`src/rtl/corrPkg.sv`:
```
package corrPkg;

  // Strobes from the coefficient sequencer to the datapath.
  typedef struct packed {
    logic capture;   // take loadP2 into the held register
    logic doSquare;  // form p*p
    logic doCube;    // form 3p^2 and 12p^3 into the staging set
    logic commit;    // copy staging set into the active set
  } coefStrobe_t;

  // Register stages from inCode to outCode.
  localparam int unsigned PIPE_LATENCY = 6;

endpackage

```
`src/rtl/coefCtrl.sv`:
```
module coefCtrl
  import corrPkg::*;
(
  input  logic        clk,
  input  logic        rst,
  input  logic        loadValid,
  output coefStrobe_t strobe
);

  typedef enum logic [1:0] {
    ST_IDLE,
    ST_SQUARE,
    ST_CUBE,
    ST_COMMIT
  } seqState_t;

  seqState_t state;

  // A fresh load always restarts the sequence (latest wins).
  always_ff @(posedge clk) begin
    if (rst) begin
      state <= ST_IDLE;
    end else if (loadValid) begin
      state <= ST_SQUARE;
    end else begin
      case (state)
        ST_SQUARE: state <= ST_CUBE;
        ST_CUBE:   state <= ST_COMMIT;
        default:   state <= ST_IDLE;
      endcase
    end
  end

  always_comb begin
    strobe.capture  = loadValid;
    strobe.doSquare = (state == ST_SQUARE) && !loadValid;
    strobe.doCube   = (state == ST_CUBE)   && !loadValid;
    strobe.commit   = (state == ST_COMMIT) && !loadValid;
  end

endmodule

```
`src/rtl/polyDatapath.sv`:
```
module polyDatapath
  import corrPkg::*;
#(
  parameter int W  = 12,
  parameter int CW = 12
) (
  input  logic                 clk,
  input  logic                 rst,
  input  coefStrobe_t          strobe,
  input  logic signed [CW-1:0] loadP2,
  input  logic                 inValid,
  input  logic signed [W-1:0]  inCode,
  output logic                 outValid,
  output logic signed [W-1:0]  outCode
);

  localparam int F     = W - 1;          // sample fraction bits
  localparam int CF    = CW - 1;         // coefficient fraction bits
  localparam int PW    = W + 1;          // power width (holds +1.0)
  localparam int KW    = CW + 5;         // coefficient width (holds 12.0)
  localparam int SW    = W + 6;          // accumulator width
  localparam int VSTG  = PIPE_LATENCY - 1;
  localparam logic signed [SW-1:0] SAT_HI = SW'((2 ** (W - 1)) - 1);
  localparam logic signed [SW-1:0] SAT_LO = SW'(-(2 ** (W - 1)));

  // ---------------- coefficient preparation ----------------
  logic signed [CW-1:0]     pHeld;
  logic signed [KW-1:0]     sqReg, c2Stage, c3Stage;
  logic signed [KW-1:0]     c1Act, c2Act, c3Act;
  logic signed [2*CW-1:0]   sqFull;
  logic signed [KW+CW-1:0]  cubeFull, cubeSh;

  assign sqFull   = pHeld * pHeld;
  assign cubeFull = (KW+CW)'(sqReg) * (KW+CW)'(pHeld);
  assign cubeSh   = cubeFull >>> CF;

  always_ff @(posedge clk) begin
    if (rst) begin
      pHeld   <= '0;
      sqReg   <= '0;
      c2Stage <= '0;
      c3Stage <= '0;
      c1Act   <= '0;
      c2Act   <= '0;
      c3Act   <= '0;
    end else begin
      if (strobe.capture)  pHeld <= loadP2;
      if (strobe.doSquare) sqReg <= KW'(sqFull >>> CF);
      if (strobe.doCube) begin
        c2Stage <= (sqReg <<< 1) + sqReg;
        c3Stage <= KW'((cubeSh <<< 3) + (cubeSh <<< 2));
      end
      if (strobe.commit) begin
        c1Act <= KW'(pHeld);
        c2Act <= c2Stage;
        c3Act <= c3Stage;
      end
    end
  end

  // ---------------- sample pipeline ----------------
  function automatic logic signed [PW-1:0] fracMul(
    input logic signed [PW-1:0] a,
    input logic signed [PW-1:0] b
  );
    logic signed [2*PW-1:0] prod;
    prod = a * b;
    return PW'(prod >>> F);
  endfunction

  function automatic logic signed [SW-1:0] coefMul(
    input logic signed [KW-1:0] k,
    input logic signed [PW-1:0] v
  );
    logic signed [KW+PW-1:0] prod;
    prod = (KW+PW)'(k) * (KW+PW)'(v);
    return SW'(prod >>> CF);
  endfunction

  logic [VSTG-1:0]       vPipe;
  logic signed [W-1:0]   xDly [VSTG];
  logic signed [PW-1:0]  sq1, sq2, sq3;
  logic signed [PW-1:0]  cub2, cub3, cub4;
  logic signed [PW-1:0]  pow5s3, pow5s4, pow7s4;
  logic signed [SW-1:0]  term1, term2, term3;
  logic signed [SW-1:0]  sumAll, satVal;

  // valid tag and raw sample travel through a shift chain
  always_ff @(posedge clk) begin
    if (rst) vPipe <= '0;
    else     vPipe <= {vPipe[VSTG-2:0], inValid};
  end

  always_ff @(posedge clk) xDly[0] <= inCode;

  for (genvar s = 1; s < VSTG; s++) begin : g_xDelay
    always_ff @(posedge clk) xDly[s] <= xDly[s-1];
  end

  always_ff @(posedge clk) begin
    // stage 1: x^2
    sq1    <= fracMul(PW'(inCode), PW'(inCode));
    // stage 2: x^3
    cub2   <= fracMul(PW'(xDly[0]), sq1);
    sq2    <= sq1;
    // stage 3: x^5
    pow5s3 <= fracMul(cub2, sq2);
    cub3   <= cub2;
    sq3    <= sq2;
    // stage 4: x^7
    pow7s4 <= fracMul(pow5s3, sq3);
    pow5s4 <= pow5s3;
    cub4   <= cub3;
    // stage 5: scale by the active coefficient set
    term1  <= coefMul(c1Act, cub4);
    term2  <= coefMul(c2Act, pow5s4);
    term3  <= coefMul(c3Act, pow7s4);
  end

  always_comb begin
    sumAll = SW'(xDly[VSTG-1]) + term1 + term2 + term3;
    if (sumAll > SAT_HI)      satVal = SAT_HI;
    else if (sumAll < SAT_LO) satVal = SAT_LO;
    else                      satVal = sumAll;
  end

  // stage 6: saturated output, held while no sample arrives
  always_ff @(posedge clk) begin
    if (rst) begin
      outValid <= 1'b0;
      outCode  <= '0;
    end else begin
      outValid <= vPipe[VSTG-1];
      if (vPipe[VSTG-1]) outCode <= W'(satVal);
    end
  end

endmodule

```
`src/rtl/resid_poly_corrector.sv`:
```
module resid_poly_corrector
  import corrPkg::*;
#(
  parameter int W  = 12,
  parameter int CW = 12
) (
  input  logic                 clk,
  input  logic                 rst,
  input  logic                 inValid,
  input  logic signed [W-1:0]  inCode,
  input  logic                 loadValid,
  input  logic signed [CW-1:0] loadP2,
  output logic                 outValid,
  output logic signed [W-1:0]  outCode
);

  coefStrobe_t strobe;

  coefCtrl u_ctrl (
    .clk       (clk),
    .rst       (rst),
    .loadValid (loadValid),
    .strobe    (strobe)
  );

  polyDatapath #(.W(W), .CW(CW)) u_dp (
    .clk      (clk),
    .rst      (rst),
    .strobe   (strobe),
    .loadP2   (loadP2),
    .inValid  (inValid),
    .inCode   (inCode),
    .outValid (outValid),
    .outCode  (outCode)
  );

endmodule

```
`config.mk`:
```
export PLATFORM = sky130hd
export DESIGN_NAME = resid_poly_corrector
export DESIGN_NICKNAME = d
export VERILOG_FILES = /design/src/rtl/corrPkg.sv /design/src/rtl/coefCtrl.sv /design/src/rtl/polyDatapath.sv /design/src/rtl/resid_poly_corrector.sv
export SDC_FILE = /design/constraint.sdc
export NUM_CORES = 2
export LEC_CHECK = 0
export ABC_CLOCK_PERIOD_IN_PS = 7700
export BUFFER_PORTS_ARGS = -buffer_cell sky130_fd_sc_hd__buf_2
export CAP_MARGIN = 20
export CORE_ASPECT_RATIO = 0.75
export CORE_MARGIN = 2
export CORE_UTILIZATION = 50
export CTS_BUF_LIST = sky130_fd_sc_hd__clkbuf_8 sky130_fd_sc_hd__clkbuf_16
export CTS_CLUSTER_DIAMETER = 100
export DETAILED_ROUTE_END_ITERATION = 10
export HOLD_SLACK_MARGIN = 0.05
export PLACE_DENSITY = 0.64
export SLEW_MARGIN = 20
export SYNTH_ARGS = -nofsm -noshare
export SYNTH_HDL_FRONTEND = slang
export SYNTH_HIERARCHICAL = 1
export SYNTH_SLANG_ARGS = --single-unit
```
`constraint.sdc`:
```
create_clock -name clk -period 7.7 [get_ports clk]
set_input_delay 0 -clock clk [delete_from_list [all_inputs] [get_ports clk]]
set_output_delay 0 -clock clk [all_outputs]
set_load 0.02 [all_outputs]
```
==> impl_metrics.json <==
{
  "first_pass_grt_wire_length_microns": 236000,
  "drive_gt1_frac": 0.0392,
  "routed_via_density": 5.05,
  "synth_fp_nets": 8345,
  "initialDrtViolationCount": 2431,
  "cts_buffer_depth": 3,
  "critical_path.startpoint_type": "register",
  "synth_warn": 6,
  "syn-mean-instance-area_sq_um": 9.62,
  "floorplan.core_area_sq_um": 122000,
  "overflow_left_after_global_routing": 0,
  "floorplan.die.width_microns": 409,
  "synth-edff-count": 0,
  "initial_utilization": 0.504,
  "ys_seq_area_frac": 0.112,
  "ioPinCount": 41,
  "grt_start_max_net_pins": 73,
  "cp_data_required_time_ps": 8240,
  "final-setup-viol-count": 0,
  "final_slew_violations": 0,
  "netlist_instances": 6389,
  "tightest_slew_ps": 1020,
  "fin_worst_skew_ps": 36.3,
  "number_of_synthesized_register_bits": 344,
  "max_cap_viol_count": 0,
  "synth.lib_cells_used.distinct": 83,
  "cts_buf_count": 42,
  "first_global_vias": 43400,
  "synthArstFlopShare": 0,
  "numClockSinks": 344,
  "port-buffer-count": 40,
  "route.detailed.drc": 0,
  "timing.hold.worst.class": "input pin to register",
  "min_period_over_period": 0.945,
  "finalHoldViolations": 0,
  "dominantRegCellSynth": "dfxtp_1",
  "critPathKind": "register to register",
  "area_growth_pct": 6.28,
  "fillers": 10900,
  "timing.slew.headroom": 0.313,
  "fin_tns_setup_ps": 0,
  "result_of_the_run": "complete, no violations",
  "fp-row-count": 111,
  "antenna_left": 0,
  "worst_setup_hold_path_clk_slew_ps": 60,
  "clkLatencyLatePin_ps": 610,
  "period_needed_ps": 7280,
  "vias": 40500,
  "postRouteWirelength_microns": 143000,
  "dr.pass1.iters": 5,
  "clock_tree_from_tritoncts": "done",
  "maxClockFrequency_ghz": 0.137,
  "syn-cell-area_sq_um": 61500,
  "antenna_found_initial": 4,
  "grtUsageTotal": 0.236,
  "die-area_sq_um": 126000,
  "final_nets": 8303,
  "post-dp-hpwl_microns": 119000,
  "cell_at_the_root_of_the_clock_tree": "clkbuf_16",
  "worst-endpoint-arrival_ps": 7820,
  "path_max_fanout": 17,
  "max_h_tree_level": 2,
  "wl_per_cell_microns": 17.8,
  "crit_path_end_kind": "register",
  "globalplace.congestion": 0.896,
  "final_core_utilization": 0.535,
  "hold-worst-slack_ps": 239,
  "floorplan.die.height_microns": 308,
  "grt_setup_unrepaired": "no"
}
routing by layer:
metal	vias to the layer above	GRT usage	part of all wire
met5	-	0	0
met1	20600	0.359	0.48
met3	126	0.0497	0.079
met4	0	0.0457	0.019
li1	18800	-	-
met2	1058	0.349	0.42
critical path, cell delays in order (launching register included):
cell and delay [ps]:
dfxtp_1 480, buf_4 320, nand2_1 120, fa_1 540, inv_1 50, fa_1 560, fa_1 430, fa_1 500
inv_1 50, fa_1 480, inv_1 40, ha_1 320, o2111ai_1 140, o21a_4 250, a21o_4 210, a21boi_2 190
a31oi_4 160, xnor2_1 480, ha_1 360, or2_2 320, a21oi_1 150, a21o_1 240, xor2_1 220, nor2_1 60
a311o_1 380, o21ai_1 130
synthesized netlist by cell type (all sizes together) (4+ instances only):
master | count | share of area
o31a | 7 | 0.0010
buf | 14 | 0.0010
o2111ai | 4 | 0.00057
ha | 544 | 0.11
nor2b | 42 | 0.0043
a31oi | 11 | 0.0014
o21bai | 8 | 0.0010
o32ai | 12 | 0.0017
fa | 1384 | 0.45
clkbuf | 236 | 0.014
xnor2 | 181 | 0.026
a211oi | 13 | 0.0017
a21oi | 89 | 0.0075
nand2 | 777 | 0.047
and3 | 10 | 0.0010
nand4 | 11 | 0.0011
nor2 | 226 | 0.014
mux2i | 75 | 0.012
dfxtp | 344 | 0.11
a21boi | 15 | 0.0019
o31ai | 6 | 0.00096
or3 | 21 | 0.0022
nor3 | 49 | 0.0040
o21ai | 67 | 0.0055
a2111oi | 4 | 0.0011
inv | 1430 | 0.087
nand3 | 35 | 0.0028
xor2 | 50 | 0.0071
o21a | 36 | 0.0045
and2 | 493 | 0.050
or2 | 12 | 0.0012
a21o | 24 | 0.0031
nand2b | 100 | 0.010
o211ai | 6 | 0.00081
placed cells by master, fill, tap and decap left out, drive strengths merged, types with 6 or more instances in the layout:
| cell | Yosys | final |
|---|---|---|
| mux2i | 75 | 75 |
| o21a | 36 | 36 |
| a211oi | 13 | 13 |
| nand4 | 11 | 11 |
| and3 | 10 | 10 |
| a31oi | 11 | 11 |
| or2 | 12 | 12 |
| nand3 | 35 | 35 |
| fa | 1384 | 1384 |
| o211ai | 6 | 6 |
| nand2b | 100 | 100 |
| nor2b | 42 | 42 |
| nand2 | 777 | 777 |
| o32ai | 12 | 12 |
| xnor2 | 181 | 181 |
| dlygate4sd3 | 0 | 40 |
| nor3 | 49 | 49 |
| o21bai | 8 | 8 |
| dfxtp | 344 | 344 |
| ha | 544 | 544 |
| a21boi | 15 | 15 |
| buf | 14 | 124 |
| and2 | 493 | 493 |
| or3 | 21 | 21 |
| o31ai | 6 | 6 |
| a21o | 24 | 24 |
| inv | 1430 | 1444 |
| xor2 | 50 | 50 |
| o31a | 7 | 7 |
| o21ai | 67 | 67 |
| nor2 | 226 | 226 |
| clkinv | 1 | 10 |
| clkbuf | 236 | 49 |
| a21oi | 89 | 89 |
final cells by class:
type / count / area (sq um) / area share
diodes: 4 / 10.0 / 0.000153
clock buffers: 49 / 1160 / 0.0177
clock inverters: 29 / 322 / 0.00492
inverters: 1431 / 5370 / 0.0822
multi-input cells: 4364 / 48300 / 0.739
flip-flops and latches: 344 / 6900 / 0.106
well taps: 1638 / 2050 / 0.0314
repair buffers: 164 / 1230 / 0.0189
stage by stage:
stage,cells,cell area (sq um),setup slack (ps)
2_1_floorplan,6389,61500,688
3_3_place_gp,7901,63400,361
3_5_place_dp,7901,63400,216
4_1_cts,8019,65300,154
5_1_grt,8019,65300,6.26
6_report,8023,65300,423
sequential cells by signal, summed over array words and instances, names as in the netlist, 13 cells and up:
signal / count
u_dp/sq2: 13
u_dp/c2Stage: 15
u_dp/c2Act: 15
u_dp/pow5s3: 13
u_dp/term1: 14
u_dp/xDly: 60
u_dp/term3: 18
u_dp/sq1: 13
u_dp/c3Stage: 15
u_dp/cub2: 13
u_dp/pow7s4: 13
u_dp/c3Act: 15
u_dp/pow5s4: 13
u_dp/cub3: 13
u_dp/term2: 18
u_dp/cub4: 13
u_dp/sqReg: 13
u_dp/sq3: 13
final timing paths:
kind | startpoint | end | slack [ps] | cells past startpoint
setup / recovery | u_dp/pHeld[6]$_SDFFE_PP0P_ | u_dp/c3Stage[15]$_SDFFE_PP0P_ | 420 | 25
hold / removal | inCode[8] | u_dp/xDly[0][8]$_DFF_P_ | 240 | 2
setup reg to reg | u_dp/pHeld[6]$_SDFFE_PP0P_ | u_dp/c3Stage[15]$_SDFFE_PP0P_ | 420 | 25
hold reg to reg | u_dp/xDly[0][33]$_DFF_P_ | u_dp/xDly[0][45]$_DFF_P_ | 320 | 0
repair_timing:
item | in CTS | in global routing
resized for setup | 0 | 10
hold endpoints to repair | 69 | 0
setup endpoints to repair | 0 | 2
buffers inserted | 0 | 0
hold buffers | 40 | 0
kinds of logic (layout without fill, tap and decap cells):
group / after synthesis / after routing / synth area share
compound gates: 333 / 333 / 0.0376
simple gates: 1795 / 1795 / 0.141
fa+ha+maj: 1928 / 1928 / 0.561
xor+xnor: 231 / 231 / 0.0329
mux: 77 / 77 / 0.0126
buf+inv: 1681 / 1673 / 0.103
other cells: 0 / 4 / 0
flops: 344 / 344 / 0.112
Power is left out: the tool's default activity adds up to more than one toggle a clock period on the data nets, which glitch-free logic cannot reach.
